**config.mk**
```make
export PLATFORM = sky130hd
export DESIGN_NAME = loop_cnt_top
export DESIGN_NICKNAME = d
export VERILOG_FILES = /design/src/rtl/loop_cnt_pkg.sv /design/src/rtl/loop_cnt_stack.sv /design/src/rtl/loop_cnt_reg.sv /design/src/rtl/loop_cnt_top.sv
export SDC_FILE = /design/constraint.sdc
export NUM_CORES = 1
export LEC_CHECK = 0
export ABC_AREA = 1
export BUFFER_PORTS_ARGS = -buffer_cell sky130_fd_sc_hd__buf_4
export CAP_MARGIN = 40
export CORE_MARGIN = 3
export CORE_UTILIZATION = 24
export CTS_CLUSTER_SIZE = 25
export DETAILED_ROUTE_END_ITERATION = 12
export SLEW_MARGIN = 10
export SYNTH_ARGS = -nofsm -noshare
export SYNTH_HDL_FRONTEND = slang
export SYNTH_SLANG_ARGS = --single-unit
```
**constraint.sdc**
```tcl
create_clock -name clk_i -period 3 [get_ports clk_i]
set_input_delay 0.3 -clock clk_i [delete_from_list [all_inputs] [get_ports clk_i]]
set_output_delay 0.3 -clock clk_i [all_outputs]
set_load 0.005 [all_outputs]
```
**src/rtl/loop_cnt_pkg.sv**
```systemverilog
package loop_cnt_pkg;
  localparam int unsigned CNT_W_DEF = 14;
  localparam int unsigned BUS_W_DEF = 16;
  localparam int unsigned DEPTH_DEF = 4;

  typedef enum logic [2:0] {
    OP_HOLD,
    OP_LOAD,
    OP_OVR,
    OP_TEST,
    OP_POP
  } cnt_op_e;
endpackage

```
**src/rtl/loop_cnt_stack.sv**
```systemverilog
module loop_cnt_stack #(
  parameter int unsigned W     = 14,
  parameter int unsigned DEPTH = 4
) (
  input  logic         clk_i,
  input  logic         rst_ni,
  input  logic         push_i,
  input  logic         pop_i,
  input  logic [W-1:0] din_i,
  output logic [W-1:0] top_o,
  output logic         empty_o,
  output logic         ovf_o
);
  localparam int unsigned PTR_W = (DEPTH > 1) ? $clog2(DEPTH) : 1;
  localparam int unsigned OCC_W = $clog2(DEPTH + 1);
  localparam logic [PTR_W-1:0] PTR_MAX = PTR_W'(DEPTH - 1);
  localparam logic [OCC_W-1:0] OCC_MAX = OCC_W'(DEPTH);

  logic [W-1:0]     mem_q [DEPTH];
  logic [PTR_W-1:0] ptr_q, ptr_inc, ptr_dec;
  logic [OCC_W-1:0] occ_q;
  logic             full, do_pop;

  assign ptr_inc = (ptr_q == PTR_MAX) ? '0 : ptr_q + PTR_W'(1);
  assign ptr_dec = (ptr_q == '0) ? PTR_MAX : ptr_q - PTR_W'(1);
  assign full    = (occ_q == OCC_MAX);
  assign empty_o = (occ_q == '0);
  assign do_pop  = pop_i && !empty_o;
  assign top_o   = mem_q[ptr_dec];

  // circular slots: when full, slot at ptr holds the oldest entry
  for (genvar i = 0; i < DEPTH; i++) begin : g_slot
    always_ff @(posedge clk_i or negedge rst_ni) begin
      if (!rst_ni)                               mem_q[i] <= '0;
      else if (push_i && ptr_q == PTR_W'(i))     mem_q[i] <= din_i;
    end
  end

  always_ff @(posedge clk_i or negedge rst_ni) begin
    if (!rst_ni) begin
      ptr_q <= '0;
      occ_q <= '0;
      ovf_o <= 1'b0;
    end else if (push_i) begin
      ptr_q <= ptr_inc;
      if (full) ovf_o <= 1'b1;
      else      occ_q <= occ_q + OCC_W'(1);
    end else if (do_pop) begin
      ptr_q <= ptr_dec;
      occ_q <= occ_q - OCC_W'(1);
    end
  end
endmodule

```
**src/rtl/loop_cnt_reg.sv**
```systemverilog
module loop_cnt_reg
  import loop_cnt_pkg::*;
#(
  parameter int unsigned W = 14
) (
  input  logic         clk_i,
  input  logic         rst_ni,
  input  cnt_op_e      op_i,
  input  logic         dec_i,
  input  logic [W-1:0] load_val_i,
  input  logic [W-1:0] stk_top_i,
  input  logic         stk_empty_i,
  output logic [W-1:0] cnt_o,
  output logic         vld_o,
  output logic         ce_o
);
  logic [W-1:0] cnt_q, cnt_d, cnt_dec;
  logic         vld_q, vld_d;

  assign ce_o    = vld_q && (cnt_q == W'(1));
  assign cnt_dec = (cnt_q == '0) ? cnt_q : cnt_q - W'(1);
  assign cnt_o   = cnt_q;
  assign vld_o   = vld_q;

  always_comb begin
    cnt_d = cnt_q;
    vld_d = vld_q;
    unique case (op_i)
      OP_LOAD, OP_OVR: begin
        cnt_d = load_val_i;
        vld_d = 1'b1;
      end
      OP_TEST: begin
        if (ce_o) begin
          if (!stk_empty_i) begin
            cnt_d = stk_top_i;
            vld_d = 1'b1;
          end else begin
            vld_d = 1'b0;
            if (dec_i) cnt_d = cnt_dec;
          end
        end else if (dec_i) begin
          cnt_d = cnt_dec;
        end
      end
      OP_POP: begin
        if (!stk_empty_i) begin
          cnt_d = stk_top_i;
          vld_d = 1'b1;
        end else begin
          vld_d = 1'b0;
        end
      end
      default: ;
    endcase
  end

  always_ff @(posedge clk_i or negedge rst_ni) begin
    if (!rst_ni) begin
      cnt_q <= '0;
      vld_q <= 1'b0;
    end else begin
      cnt_q <= cnt_d;
      vld_q <= vld_d;
    end
  end
endmodule

```
**src/rtl/loop_cnt_top.sv**
```systemverilog
module loop_cnt_top
  import loop_cnt_pkg::*;
#(
  parameter int unsigned CNT_W = CNT_W_DEF,
  parameter int unsigned BUS_W = BUS_W_DEF,
  parameter int unsigned DEPTH = DEPTH_DEF
) (
  input  logic             clk_i,
  input  logic             rst_ni,
  input  logic [BUS_W-1:0] data_i,
  input  logic             load_i,
  input  logic             ovr_load_i,
  input  logic             test_dec_i,
  input  logic             test_nodec_i,
  input  logic             pop_i,
  output logic [BUS_W-1:0] rd_data_o,
  output logic             ce_o,
  output logic             stk_empty_o,
  output logic             stk_ovf_o
);
  localparam int unsigned PAD_W = BUS_W - CNT_W;

  cnt_op_e          op;
  logic [CNT_W-1:0] cnt, stk_top;
  logic             vld, push, pop_req;
  logic             unused_hi;

  assign unused_hi = ^data_i[BUS_W-1:CNT_W];

  always_comb begin
    if (ovr_load_i)                      op = OP_OVR;
    else if (load_i)                     op = OP_LOAD;
    else if (test_dec_i || test_nodec_i) op = OP_TEST;
    else if (pop_i)                      op = OP_POP;
    else                                 op = OP_HOLD;
  end

  assign push    = (op == OP_LOAD) && vld;
  assign pop_req = ((op == OP_TEST) && ce_o) || (op == OP_POP);

  loop_cnt_reg #(.W(CNT_W)) u_reg (
    .clk_i      (clk_i),
    .rst_ni     (rst_ni),
    .op_i       (op),
    .dec_i      (test_dec_i),
    .load_val_i (data_i[CNT_W-1:0]),
    .stk_top_i  (stk_top),
    .stk_empty_i(stk_empty_o),
    .cnt_o      (cnt),
    .vld_o      (vld),
    .ce_o       (ce_o)
  );

  loop_cnt_stack #(.W(CNT_W), .DEPTH(DEPTH)) u_stack (
    .clk_i  (clk_i),
    .rst_ni (rst_ni),
    .push_i (push),
    .pop_i  (pop_req),
    .din_i  (cnt),
    .top_o  (stk_top),
    .empty_o(stk_empty_o),
    .ovf_o  (stk_ovf_o)
  );

  assign rd_data_o = {{PAD_W{1'b0}}, cnt};
endmodule

```
Word level (Yosys, flattened, before mapping)
Cells that the tools add are included.
{"block": "word_totals", "output_inout_bits": 19, "input_bits": 23, "reg_bits": 77, "wordCells": 72}
{"block": "op_classes", "eq_ne": 12, "bitwise": 1, "order_cmp": 1, "muxes": 23, "reduce_logical": 21, "n_addsub": 5}
{"operator": "$mux W14", "n": 7}
{"operator": "$pmux W14 S3", "n": 1}
{"operator": "$bmux W14 S2", "n": 1}
{"operator": "$mux W3", "n": 7}
{"operator": "$eq A14 B1 Y1 const B", "n": 1}
{"operator": "$logic_not A14 Y1", "n": 1}
{"operator": "$sub A14 B1 Y14 const B", "n": 1}
{"operator": "$logic_and A1 B1 Y1", "n": 8}
{"operator": "$mux W2", "n": 4}
{"operator": "$reduce_and A2 Y1", "n": 4}
{"operator": "$eq A3 B2 Y1 const B", "n": 2}
{"operator": "$eq A3 B3 Y1 const B", "n": 2}
{"operator": "$ne A2 B2 Y1 const B", "n": 3}
{"operator": "$eq A2 B2 Y1 const B", "n": 2}
{"operator": "$add A3 B1 Y3 const B", "n": 1}
{"operator": "$eq A3 B1 Y1 const B", "n": 1}
{"operator": "$ge A3 B3 Y1 const B", "n": 1}
{"operator": "$logic_not A3 Y1", "n": 1}
{"operator": "$not A2 Y3", "n": 1}
{"operator": "$pmux W1 S3", "n": 1}
{"operator": "$reduce_bool A3 Y1", "n": 1}
{"operator": "$sub A3 B1 Y3 const B", "n": 1}
{"operator": "$add A2 B1 Y2 const B", "n": 1}
{"operator": "$eq A2 B1 Y1 const B", "n": 1}
{"operator": "7 further kinds", "n": 9}

Logic depth before layout (Yosys ltp)
{"block": "logic_depth", "depth_word": 10, "depth_mapped": 13, "ltp_nobuf": 13}

By module
A second synthesis with hierarchy kept.
{"block": "hier_totals", "cells_unflattened": 621, "area_unflattened_um2": 4615.7}
{"module": "loop_cnt_stack", "instances": 1, "area_per_inst_um2": 2916.5, "cells_each": 354}
{"module": "loop_cnt_reg", "instances": 1, "area_per_inst_um2": 1596.5, "cells_each": 247}
{"module": "loop_cnt_top", "instances": 1, "area_per_inst_um2": 102.6, "cells_each": 20}

Least setup slack after synthesis
No wires, ideal clock.
{"block": "synth_path", "path_type": "register to register", "from": "register u_stack.ptr_q[0]", "to": "register u_reg.cnt_q[8] (netlist: u_reg.cnt_o[8])", "setup_ns": 0.077, "synth_period_minus_slack_ns": 1.790, "path_buffers": 2, "path_stages_with_launch": 11, "arrival_ns": 1.713, "path_slack_ns": 1.210, "path_cell_list": "dfrtp_1 -> inv_1 -> ha_1 -> buf_2 -> clkbuf_1 -> o211ai_1 -> nand2_1 -> inv_1 -> a21oi_1 -> o21ai_0 -> a21oi_1"}
{"block": "synth_via", "elab_chain_cells": 9, "word_cells_on_any_way": 11}
{"item": "start, declared", "line_no": "loop_cnt_stack.sv:20", "source": "logic [PTR_W-1:0] ptr_q, ptr_inc, ptr_dec;"}
{"item": "start signal, assigned", "line_no": "loop_cnt_stack.sv:45", "source": "ptr_q <= ptr_inc;"}
{"item": "start signal, assigned", "line_no": "loop_cnt_stack.sv:49", "source": "ptr_q <= ptr_dec;"}
{"item": "$sub A2 B1 Y2 or $logic_not A2 Y1 (tied branches)", "line_no": "loop_cnt_stack.sv:25", "source": "assign ptr_dec = (ptr_q == '0) ? PTR_MAX : ptr_q - PTR_W'(1);"}
{"item": "$mux W2 *", "line_no": "loop_cnt_stack.sv:25"}
{"item": "$not A2 Y3 (implied by the code) *", "line_no": "loop_cnt_stack.sv:29", "source": "assign top_o = mem_q[ptr_dec];"}
{"item": "$bmux W14 S2 *", "line_no": "loop_cnt_stack.sv:29"}
{"item": "$mux W14 (implied by the code) * (2 in a row)", "line_no": "loop_cnt_stack.sv:29"}
{"item": "$mux W14", "line_no": "loop_cnt_reg.sv:35", "source": "if (!stk_empty_i) begin"}
{"item": "$mux W14", "line_no": "loop_cnt_reg.sv:34", "source": "if (ce_o) begin"}
{"item": "$pmux W14 S3 *", "line_no": "loop_cnt_reg.sv:28", "source": "unique case (op_i)"}
{"item": "end signal, assigned", "line_no": "loop_cnt_reg.sv:63", "source": "cnt_q <= cnt_d;"}
{"item": "end, declared", "line_no": "loop_cnt_reg.sv:17", "source": "logic [W-1:0] cnt_q, cnt_d, cnt_dec;"}
Every way passes the cells marked *; elsewhere a longest branch is shown, timed or not. The select of a mux whose other input is x is not followed.
A chain may end at the register's enable or synchronous reset.

Worst setup path in the final report
{"block": "layout_path", "from": "register u_stack.ptr_q[0]", "to": "register u_reg.cnt_q[13] (netlist: u_reg.cnt_o[13])"}
The elaborated chain is that of the path after synthesis.

==> results by group <==
Clock network
  • CTS tree: built
  • Total CTS buffers: 9
  • Number of setup buffers added after CTS: 0
  • Reg clk slew, reported paths: 60 ps
  • H-tree depth: 3
  • Root buf cell: clkbuf_16
  • Post-CTS Hold Buffers: 1
  • # clock sinks: 77
  • Resized Gates After CTS: 0
  • Clock insertion delay at the later pin of the skew report: 330 ps
  • Clock Path Buffers: 2

Logic synthesis
  • Yosys warning count: 0
  • Cells after Synth: 621
  • Register area share after synthesis: 42.8%
  • Synth top area cells: dfrtp_1 (43%), nand2_1 (13%), o21ai_0 (9.9%)
  • Syn Area/Cell: 7.25 µm²
  • Post-Synthesis Cell Area: 0.00450 mm²
  • Synth top area share: 42.8%
  • Unique masters post-synth: 35
  • Area leader, netlist: dfrtp_1
  • Number of synthesized register bits: 77

STA
  • Rel. slew slack: 43.7%
  • Max-slew violation count: 0
  • Worst Skew: 3.62 ps
  • Post-Route Setup TNS: 0 ps
  • Tmin final: 2290 ps
  • Final Hold Fails: 0
  • RSZ-0062 raised after global routing: no
  • Final setup vio count: 0
  • Fmax: 437 MHz
  • Fin crit share: 76.3%
  • Worst Max-Slew Pin Slew: 843 ps

Pwr
  • Switching Share: 40.0%
  • Logic pwr share: 39.4%
  • Sw power: 1.86 mW
  • Max IR drop VDD: 0.474 mV
  • Sequential group share of total power: 37.5%
  • Cell Pwr Density: 881 mW/mm²
  • Pint: 2.79 mW
  • Clk pwr share: 23.1%
  • Leakage: 2.62 nW

Global routing
  • Gr ovfl total: 0
  • Vias in the first global route: 3794
  • First-pass GRT wire length: 19300 µm
  • Initial antenna violation count: 0
  • Tot GR Track Use: 11.8%
  • Largest net degree at the start of global routing: 47

Critical path
  • Worst r2r path cells: 13
  • Setup crit end kind: flop
  • CP startpoint: u_stack.ptr_q[0]
  • Crit-path max cell delay: 430 ps
  • Buf+Inv Stages, Crit Path: 3
  • Critical path capture point: u_reg.cnt_o[13]
  • Levels on crit path: 13
  • Worst r2r src: u_stack.ptr_q[0]
  • CP cell instances: inv_1, ha_1, inv_1, nand2_1, inv_1, nor2_1, nor2_1, o21ai_0, nand2_1, nand2_1, o21ai_0, nand2_1, a21oi_1
  • Slowest CP cell: dfrtp_1
  • Delay-heaviest family, CP: simple AND/OR/NAND/NOR gates
  • Largest fanout on the critical path: 10
  • WS Path Type: reg2reg
  • Required @ worst endpoint: 3260 ps
  • R2r setup slk: 710 ps
  • Reg2Reg Capture Point: u_reg.cnt_o[13]
  • CP Data Arrival Time: 2550 ps
  • Critical path's most frequent cell: nand2_1
  • Startpoint types: flop

Detailed routing
  • Via-per-instance ratio: 4.52
  • Avg WL per Cell: 13.3 µm
  • Vias post-DR: 3983
  • Drt first pass iters: 5
  • DR iter-0 viols: 264
  • Antenna-violating nets left: 0
  • Post-route DRC: 0
  • Post-Route WL: 11700 µm

Layout
  • Antenna diodes: 0
  • Commonest non-fill, non-tap cell in the layout: nand2_1
  • Area Growth Syn to Fin: 17.1%
  • Most frequent cells in the layout: nand2_1 (161), o21ai_0 (89), dfrtp_1 (77)
  • Non-Filler Instances: 881
  • Layout cell share with drive strength beyond 1: 14.4%
  • Final core occ: 29.0%
  • NumNets Final: 679

Die
  • Die width: 143 µm
  • Die Y: 143 µm
  • Initial Util: 24.7%
  • Core box area: 0.0182 mm²
  • I/O pin total: 42
  • Total die area: 0.0204 mm²
  • Number of cell rows: 49

Min path
  • Hold crit path type: in2reg

Place
  • Final RePlAce weighted congestion: 0.845
  • Port bufs: 37
  • Post-DP HPWL: 8020 µm
  • Placed Cells: 866

Run
  • Max-cap violations: 0

Outcome
  • Status: completed
==> worst min-delay path by stage <==
stage                 startpoint                end  slack, ps  cells past startpoint
2_1_floorplan             rst_ni     u_reg.cnt_o[0]          4                      0
3_3_place_gp   u_stack.mem_q[25]  u_stack.mem_q[25]        460                      2
3_5_place_dp              rst_ni    u_reg.cnt_o[13]        280                      1
4_1_cts                data_i[0]     u_reg.cnt_o[0]        320                      5
5_1_grt                data_i[1]     u_reg.cnt_o[1]        350                      5
6_report              data_i[12]    u_reg.cnt_o[12]        330                      5
==> area by class of cell <==
class,count,area (µm²)
multi-input combinational,442,2150
tap,229,287
fill,1956,12900
clock buffer,12,246
timing repair buffer,42,338
sequential,77,1930
inverter,77,290
clock inverter,2,35.0
==> kinds of logic after synthesis <==
group                    count (synthesis)  share of synthesized area [%]
buffers and inverters                  103                           9.56
XOR/XNOR                                 3                          0.583
AND/OR/NAND/NOR                        284                           27.4
other                                    1                         0.0833
AO/OA/AOI/OAI                          146                           17.5
adder cells (fa/ha/maj)                  7                           2.11
flip-flops                              77                           42.8
==> per-layer routing <==
metal	vias up	share of wire (%)	wire [µm]	global-route usage [%]
li1	2030	-	-	-
met1	1877	49	5760	16.6
met2	67	46	5370	18.8
met3	9	4.1	484	3.01
met4	0	0.93	109	1.90
met5	-	0	0	0
==> registers in the layout (all words and copies together) (netlist names) <==
register       flops
u_stack.mem_q     56
u_reg.cnt_o       14
u_stack.occ_q      3
u_stack.ptr_q      2
u_reg.vld_o        1
u_stack.ovf_o      1
==> worst reg2reg max path: stages (launching register included) <==
cell and delay (ps):
dfrtp_1 430, inv_1 100, ha_1 230, inv_1 60
nand2_1 230, inv_1 380, nor2_1 70, nor2_1 80
o21ai_0 120, nand2_1 100, nand2_1 50, o21ai_0 100
nand2_1 90, a21oi_1 150
==> power by group through the flow <==
stage          sequential [mW]  combinational (mW)  clock [mW]
2_1_floorplan             1.69                1.36           0
3_3_place_gp              1.75                1.81           0
3_5_place_dp              1.76                1.84           0
4_1_cts                   1.74                1.85        1.10
5_1_grt                   1.80                2.14        1.13
6_report                  1.74                1.83        1.07
==> synth_stat cells <==
cell type	number
a21oi_1	38
a21oi_2	4
a21oi_4	1
buf_1	1
buf_2	7
buf_4	3
buf_6	3
clkbuf_1	12
clkinv_1	1
clkinv_2	1
conb_1	1
dfrtp_1	77
fa_1	1
ha_1	6
inv_1	73
inv_2	2
nand2_1	161
nand2_2	14
nand3_1	20
nand3_2	1
nand3_4	1
nand4_1	7
nor2_1	63
nor2_2	9
nor2_4	4
nor3_1	1
nor3_4	1
o211ai_1	10
o21ai_0	89
o21ai_1	2
o21ai_2	1
o22ai_1	1
or2_2	2
xnor2_1	2
xor2_1	1
==> per-stage QoR <==
step | instance area [µm²] | worst slack (ps) | total power, mW | hold slack [ps]
floorplan | 4510 | 1210 | 3.05 | 4.41
global placement | 4950 | 612 | 3.55 | 461
CTS | 5270 | 746 | 4.69 | 318
finish | 5270 | 711 | 4.65 | 327
detailed placement | 4980 | 629 | 3.60 | 282
global route | 5270 | 478 | 5.08 | 349
(Power assumes the default switching activity.)
